[src/rtl/vpk_pkg.sv]
package vpk_pkg;
    parameter int unsigned COMP_W  = 10;
    parameter int unsigned N_COMP  = 3;
    parameter int unsigned N_PIX   = 2;
    localparam int unsigned PIX_W  = COMP_W * N_COMP;
    localparam int unsigned IN_W   = PIX_W * N_PIX;
    localparam int unsigned BUS_W  = ((IN_W + 7) / 8) * 8;

    typedef enum logic [1:0] {
        FMT_RGB    = 2'd0,
        FMT_YUV444 = 2'd1,
        FMT_YUV422 = 2'd2,
        FMT_YUV420 = 2'd3
    } fmt_e;

    typedef struct packed {
        logic [COMP_W-1:0] c;
        logic [COMP_W-1:0] b;
        logic [COMP_W-1:0] a;
    } pixel_t;

    typedef struct packed {
        logic [BUS_W-1:0] data;
        logic             sof;
        logic             eol;
    } beat_t;

    function automatic pixel_t get_pix(input logic [IN_W-1:0] d, input int unsigned idx);
        return pixel_t'(d[idx*PIX_W +: PIX_W]);
    endfunction
endpackage

[src/rtl/vpk_line_tracker.sv]
module vpk_line_tracker
    import vpk_pkg::*;
(
    input  logic       clk,
    input  logic       rst,
    input  logic       accept_i,
    input  logic       sof_i,
    input  logic       eol_i,
    input  logic [1:0] fmt_sel_i,
    output fmt_e       beat_fmt_o,
    output logic       beat_odd_o
);
    fmt_e fmt_q;
    logic odd_q;

    always_comb begin
        beat_fmt_o = sof_i ? fmt_e'(fmt_sel_i) : fmt_q;
        beat_odd_o = sof_i ? 1'b0 : odd_q;
    end

    always_ff @(posedge clk) begin
        if (rst) begin
            fmt_q <= FMT_RGB;
            odd_q <= 1'b0;
        end else if (accept_i) begin
            fmt_q <= beat_fmt_o;
            odd_q <= beat_odd_o ^ eol_i;
        end
    end
endmodule

[src/rtl/vpk_lane_mapper.sv]
module vpk_lane_mapper
    import vpk_pkg::*;
(
    input  logic [IN_W-1:0]  pix_i,
    input  fmt_e             fmt_i,
    input  logic             odd_i,
    output logic [BUS_W-1:0] bus_o
);
    logic [BUS_W-1:0] full_w;
    logic [BUS_W-1:0] sub_w;
    logic [BUS_W-1:0] luma_w;
    pixel_t p0, p1;

    assign p0 = get_pix(pix_i, 0);
    assign p1 = get_pix(pix_i, 1);

    genvar gi;
    generate
        for (gi = 0; gi < N_PIX; gi++) begin : g_slot
            assign full_w[gi*PIX_W +: PIX_W] = pix_i[gi*PIX_W +: PIX_W];
        end
        if (BUS_W > IN_W) begin : g_pad
            assign full_w[BUS_W-1:IN_W] = '0;
        end
    endgenerate

    always_comb begin
        sub_w = '0;
        sub_w[0*COMP_W +: COMP_W] = p0.a;
        sub_w[1*COMP_W +: COMP_W] = p0.b;
        sub_w[2*COMP_W +: COMP_W] = p1.a;
        sub_w[3*COMP_W +: COMP_W] = p0.c;
        luma_w = '0;
        luma_w[0*COMP_W +: COMP_W] = p0.a;
        luma_w[2*COMP_W +: COMP_W] = p1.a;
    end

    always_comb begin
        unique case (fmt_i)
            FMT_RGB, FMT_YUV444: bus_o = full_w;
            FMT_YUV422:          bus_o = sub_w;
            FMT_YUV420:          bus_o = odd_i ? luma_w : sub_w;
            default:             bus_o = '0;
        endcase
    end
endmodule

[src/rtl/vpk_out_reg.sv]
module vpk_out_reg
    import vpk_pkg::*;
(
    input  logic  clk,
    input  logic  rst,
    input  beat_t beat_i,
    input  logic  valid_i,
    output logic  ready_o,
    output beat_t beat_o,
    output logic  valid_o,
    input  logic  ready_i
);
    beat_t beat_q;
    logic  valid_q;

    assign ready_o = !valid_q || ready_i;
    assign beat_o  = beat_q;
    assign valid_o = valid_q;

    always_ff @(posedge clk) begin
        if (rst) begin
            valid_q <= 1'b0;
            beat_q  <= '0;
        end else if (valid_i && ready_o) begin
            valid_q <= 1'b1;
            beat_q  <= beat_i;
        end else if (ready_i) begin
            valid_q <= 1'b0;
        end
    end
endmodule

[src/rtl/vpk_packer.sv]
module vpk_packer
    import vpk_pkg::*;
(
    input  logic              clk,
    input  logic              rst,
    input  logic [1:0]        fmt_sel_i,
    input  logic [IN_W-1:0]   s_tdata_i,
    input  logic              s_tvalid_i,
    output logic              s_tready_o,
    input  logic              s_tuser_i,
    input  logic              s_tlast_i,
    output logic [BUS_W-1:0]  m_tdata_o,
    output logic              m_tvalid_o,
    input  logic              m_tready_i,
    output logic              m_tuser_o,
    output logic              m_tlast_o
);
    fmt_e  beat_fmt;
    logic  beat_odd;
    logic  accept;
    beat_t in_beat, out_beat;
    logic [BUS_W-1:0] mapped;

    assign accept = s_tvalid_i && s_tready_o;

    vpk_line_tracker u_track (
        .clk        (clk),
        .rst        (rst),
        .accept_i   (accept),
        .sof_i      (s_tuser_i),
        .eol_i      (s_tlast_i),
        .fmt_sel_i  (fmt_sel_i),
        .beat_fmt_o (beat_fmt),
        .beat_odd_o (beat_odd)
    );

    vpk_lane_mapper u_map (
        .pix_i (s_tdata_i),
        .fmt_i (beat_fmt),
        .odd_i (beat_odd),
        .bus_o (mapped)
    );

    assign in_beat = '{data: mapped, sof: s_tuser_i, eol: s_tlast_i};

    vpk_out_reg u_out (
        .clk     (clk),
        .rst     (rst),
        .beat_i  (in_beat),
        .valid_i (s_tvalid_i),
        .ready_o (s_tready_o),
        .beat_o  (out_beat),
        .valid_o (m_tvalid_o),
        .ready_i (m_tready_i)
    );

    assign m_tdata_o = out_beat.data;
    assign m_tuser_o = out_beat.sof;
    assign m_tlast_o = out_beat.eol;
endmodule

[config.mk]
export PLATFORM = sky130hd
export DESIGN_NAME = vpk_packer
export DESIGN_NICKNAME = d
export VERILOG_FILES = /design/src/rtl/vpk_pkg.sv /design/src/rtl/vpk_line_tracker.sv /design/src/rtl/vpk_lane_mapper.sv /design/src/rtl/vpk_out_reg.sv /design/src/rtl/vpk_packer.sv
export SDC_FILE = /design/constraint.sdc
export NUM_CORES = 1
export LEC_CHECK = 0
export CAP_MARGIN = 20
export CORE_ASPECT_RATIO = 2
export CORE_MARGIN = 1
export CORE_UTILIZATION = 40
export DETAILED_ROUTE_END_ITERATION = 6
export DONT_BUFFER_PORTS = 1
export GPL_TIMING_DRIVEN = 0
export SETUP_SLACK_MARGIN = 0.5
export SLEW_MARGIN = 20
export SYNTH_ARGS = -nofsm -noshare
export SYNTH_HDL_FRONTEND = slang
export SYNTH_SLANG_ARGS = --single-unit
export TNS_END_PERCENT = 30
[constraint.sdc]
create_clock -name clk -period 1.7 [get_ports clk]
set_clock_uncertainty 0.2 [all_clocks]
set_input_delay 0.17 -clock clk [delete_from_list [all_inputs] [get_ports clk]]
set_output_delay 0.17 -clock clk [all_outputs]
set_load 0.02 [all_outputs]
; After elaboration in Yosys (flattened, before gate mapping)
; Cells that the tools add are included.
; W data, S select, Z words.
[word_totals]
register_bits = 70
wordCells = 22
[op_classes]
n_mux = 6
eq_ne = 3
n_reduce_logical = 6
bitwise = 1
[op_table]
columns = op, n
row1 = $pmux W64 S3, 1
row2 = $mux W40, 1
row3 = $eq A2 B2 Y1 const B, 2
row4 = $mux W1, 3
row5 = $eq A2 B1 Y1 const B, 1
row6 = $logic_not A2 Y1, 1
row7 = $mux W2, 1
row8 = $reduce_bool A2 Y1, 1
row9 = $reduce_or A2 Y1, 1
row10 = $logic_and A1 B1 Y1, 1
row11 = $logic_not A1 Y1, 1
row12 = $logic_or A1 B1 Y1, 1
row13 = $xor A1 B1 Y1, 1

; Depth between registers and ports, before layout
[depth]
depth_word = 4
ltp_mapped = 7

; By module
; A second synthesis with hierarchy kept.
[hier_totals]
cells_unflattened = 418
area_unflattened_um2 = 4411.7
[by_module_without_submodules]
columns = module, area_each_um2, cells_per_inst, n_inst
row1 = vpk_out_reg, 3575.9, 305, 1
row2 = vpk_lane_mapper, 646.9, 94, 1
row3 = vpk_line_tracker, 182.7, 18, 1
row4 = vpk_packer, 6.3, 1, 1

; Least setup slack after synthesis
; No wires, ideal clock.
[synth_path]
path_kind = register -> register
startpoint = register u_out.valid_q (netlist: u_out.valid_o)
endpoint = register u_out.beat_q (netlist bit u_out.beat_o[10])
setup_slack_ns = 0.068
required_time_ns = 1.368
stages_incl_launch_ff = 8
t_arrival_ns = 1.300
path_cell_list = dfxtp_1 -> nor2b_1 -> buf_2 -> inv_1 -> buf_4 -> buf_2 -> nand3_1 -> a21oi_1
[synth_via]
elab_chain_len = 3
[synth_lines]
columns = element, line
row1 = "start, declared", vpk_out_reg.sv:14  ; logic valid_q;
row2 = "start signal, assigned", vpk_out_reg.sv:22  ; valid_q <= 1'b0;
row3 = "start signal, assigned", vpk_out_reg.sv:25  ; valid_q <= 1'b1;
row4 = "start signal, assigned", vpk_out_reg.sv:28  ; valid_q <= 1'b0;
row5 = $logic_not A1 Y1, vpk_out_reg.sv:16  ; assign ready_o = !valid_q || ready_i;
row6 = $logic_or A1 B1 Y1, vpk_out_reg.sv:16
row7 = via s_tready_o, vpk_packer.sv:9  ; output logic s_tready_o,
row8 = $logic_and A1 B1 Y1, vpk_out_reg.sv:24  ; end else if (valid_i && ready_o) begin
row9 = "end signal, assigned", vpk_out_reg.sv:26  ; beat_q <= beat_i;
row10 = "end, declared", vpk_out_reg.sv:13  ; beat_t beat_q;
; The timed path passes the listed nets, and every way through them passes these cells.
; A chain may end at the register's enable or synchronous reset.

; Worst setup path in the final report
[layout_path]
startpoint = register u_out.valid_q (netlist: u_out.valid_o)
endpoint = register u_out.beat_q (netlist bit u_out.beat_o[37])
[layout_via]
elab_chain_len = 3
[layout_lines]
columns = element, line
row1 = $logic_not A1 Y1, vpk_out_reg.sv:16
row2 = $logic_or A1 B1 Y1, vpk_out_reg.sv:16
row3 = $logic_and A1 B1 Y1, vpk_out_reg.sv:24
; Every way passes these cells.

==> impl_metrics.tcl <==
set metrics [dict create \
    worst_slew_pin_slew_ps 713.4 \
    slowest_delay_ps 370 \
    r2r-end "u_out.beat_o[37]" \
    finalHoldViolations 0 \
    antenna_found_initial 0 \
    boundaryPins 136 \
    switchingPower_mw 1.151 \
    fp.coreArea_um2 6887 \
    worstPathMaxFanout 5 \
    hold-path-endpoint "u_track.odd_q" \
    synth_area_leader_cell "dfxtp_1" \
    diodes 0 \
    maxCapViolations 0 \
    end_kind "register" \
    slew_viol_final 0 \
    syn_avg_cell_area_um2 9.006 \
    timing.slew.headroom_pct 52.44 \
    grt_pass1_wl_um 13750 \
    drive_above_1_share_pct 18.83 \
    post-route-min-period_ps 1707 \
    p_int_mw 3.143 \
    clock_latency_ps 320 \
    critPathLaunchType "register" \
    rr_worst_depth 7 \
    run_status "finished with violations" \
    vias_per_cell 5.643 \
    yosysUniqueCellTypes 26 \
    worstPathArrival_ps 1700 \
    crit_chain "nor2b_4 > buf_6 > inv_6 > buf_8 > buf_4 > nand4_4 > o32ai_1" \
    netlist_instances 313 \
    rsz0062_at_grt "true" \
    die_y_um 120.7 \
    cp_top_family "buffers and inverters" \
    pwr-share-seq_pct 42.8 \
    rrSetupSlack_ps -7 \
    firstDrtPassIters 4 \
    topRoutingLayerUsed "met4" \
    clkTransAtPathRegs_ps 50 \
    min_path_cells 2 \
    cts-root-buf "clkbuf_16" \
    ys_top_cells_by_area "dfxtp_1, a21oi_1, o21ai_0" \
    p_sw_share_pct 26.80 \
    rows 43 \
    die_x_um 61.36 \
    cts_buffer_depth 2 \
    start_util_pct 40.93 \
    yosysSeqAreaShare_pct 46.87 \
    drc 0 \
    place_congestion 0.8456 \
    layout_commonest_cell "dfxtp_1" \
    place_hpwl_um 6059 \
    violations "setup timing" \
    m1WireLength_um 3441 \
    finalSetupViolCount 1 \
    ys_ff_latch 66 \
    drt_iter0_markers 139 \
    fmax_mhz 585.7 \
    crit_type "reg2reg" \
    power.density_nw_per_um2 998.8 \
    htree_levels 3 \
    grtUsageTotal_pct 25.33 \
    dr_total_vias 2816 \
    gr-total-overflow 0 \
    comb_power_share_pct 15.3 \
    grt_max_degree 12 \
    fin_ws_ps -7.439 \
    hold_slack_ps 20.02 \
    final_util_pct 62.43 \
    finalCritPeriodShare_pct 100.4 \
    wl_met2_um 5406 \
    areaGrowthSynthToFinish_pct 52.51 \
    final_cell_mix "dfxtp_1, dlygate4sd3_1, a21oi_1" \
    synth_top_area_share_pct 46.87 \
    routed_wl_um 9696 \
    hold_path_class "in2reg" \
    grt_pass1_vias 2862 \
    syn_area_um2 2819 \
    cp_slowest_cell "dfxtp_4" \
    final_nets 473 \
    ir_worst_vdd_mv 0.6439 \
    clkPwrFrac_pct 41.8 \
    worstPathRequired_ps 1700 \
    cts_made_buffers 9 \
    power.leakage_nw 1.649 \
    r2r_start "u_out.valid_o" \
    wl_met3_um 538 \
    crit_buf_inv 4 \
    min_from "rst" \
    dieArea_um2 7407 \
    yosysWarnings 0 \
    ant_nets 0 \
    wire_per_inst_um 19.43 \
    cts_tree "done" \
    cts.sinks 66 \
    io_buffer_count 0 \
]
[layer usage]
metal / GRT usage, % / up-vias
met2: 46.47 / 108
met4: 13.33 / 0
met5: 0 / -
met1: 24.06 / 1350
li1: - / 1335
met3: 6.524 / 23
[worst max path at each step]
stage	cells past startpoint	start	to
floorplan	7	u_out.valid_o	u_out.beat_o[10]
global placement	4	s_tvalid_i	u_out.beat_o[13]
detailed placement	4	s_tvalid_i	u_out.beat_o[56]
CTS	5	u_out.valid_o	s_tready_o
global route	6	u_out.valid_o	u_out.beat_o[37]
finish	7	u_out.valid_o	u_out.beat_o[37]
[through the flow]
stage                     TNS (ps)  setup slack [ps]  cell area (µm²)  power [mW]  cells
after global routing        -90.53            -90.53             4299       4.441    499
after CTS                        0             50.44             4193       4.294    495
final                       -7.439            -7.439             4299       4.294    499
after floorplan                  0             281.7             2894       2.186    316
after global placement           0             63.52             3007       2.283    406
after detailed placement         0             1.366             3007       2.295    406
[registers in the layout, indices dropped and copies added, names as in the netlist]
register	cells
u_out.beat_o	62
u_track.fmt_q	2
u_out.valid_o	1
u_track.odd_q	1
[cell type report]
cell class	count	area [µm²]
Fill cell	604	2587
Multi-Input combinational cell	197	1378
Sequential cell	66	1325
Timing Repair Buffer	77	797.0
Buffer	40	342.8
Clock buffer	12	246.5
Tap cell	90	112.6
Inverter	14	57.56
Clock inverter	3	40.04
[synthesized netlist by cell type]
master and instances:
a32o_1 1, nand2_1 1, mux2i_4 1, clkinv_1 1, o32ai_1 10, conb_1 1, o21ai_0 42, dfxtp_1 66
inv_1 13, nand4b_1 1, nor2b_1 2, a21oi_1 55, nand3_1 12, o31ai_1 2, a211oi_2 9, buf_6 1
nand4_2 1, a211oi_1 2, nor2_1 1, nand4_1 31, buf_4 6, clkbuf_1 23, mux2i_1 20, o211ai_1 1
buf_2 8, buf_1 2
[power groups by stage]
stage / Clock [mW] / Sequential (mW) / Combinational (mW)
6_report: 1.80 / 1.84 / 0.659
5_1_grt: 1.88 / 1.85 / 0.707
4_1_cts: 1.84 / 1.84 / 0.620
3_5_place_dp: 0 / 1.87 / 0.428
3_3_place_gp: 0 / 1.87 / 0.417
2_1_floorplan: 0 / 1.84 / 0.342
[cell families after synthesis]
kind of cell | count (synthesis) | synth area share [%]
DFF | 66 | 46.87
muxes | 21 | 7.900
buffers and inverters | 54 | 8.611
AOI/OAI and AO/OA | 122 | 26.01
and+or+nand+nor | 49 | 10.47
other | 1 | 0.1330
[timing repair]
item | in CTS | in global routing
hold buffers | 64 | 0
buffers inserted | 6 | 2
resized for setup | 38 | 22
endpoints found under the hold margin | 64 | 0
pin swaps | 8 | 10
gates cloned | 4 | 2
setup endpoints to repair | 67 | 67
No activity file was read; power rests on OpenSTA's default activity.
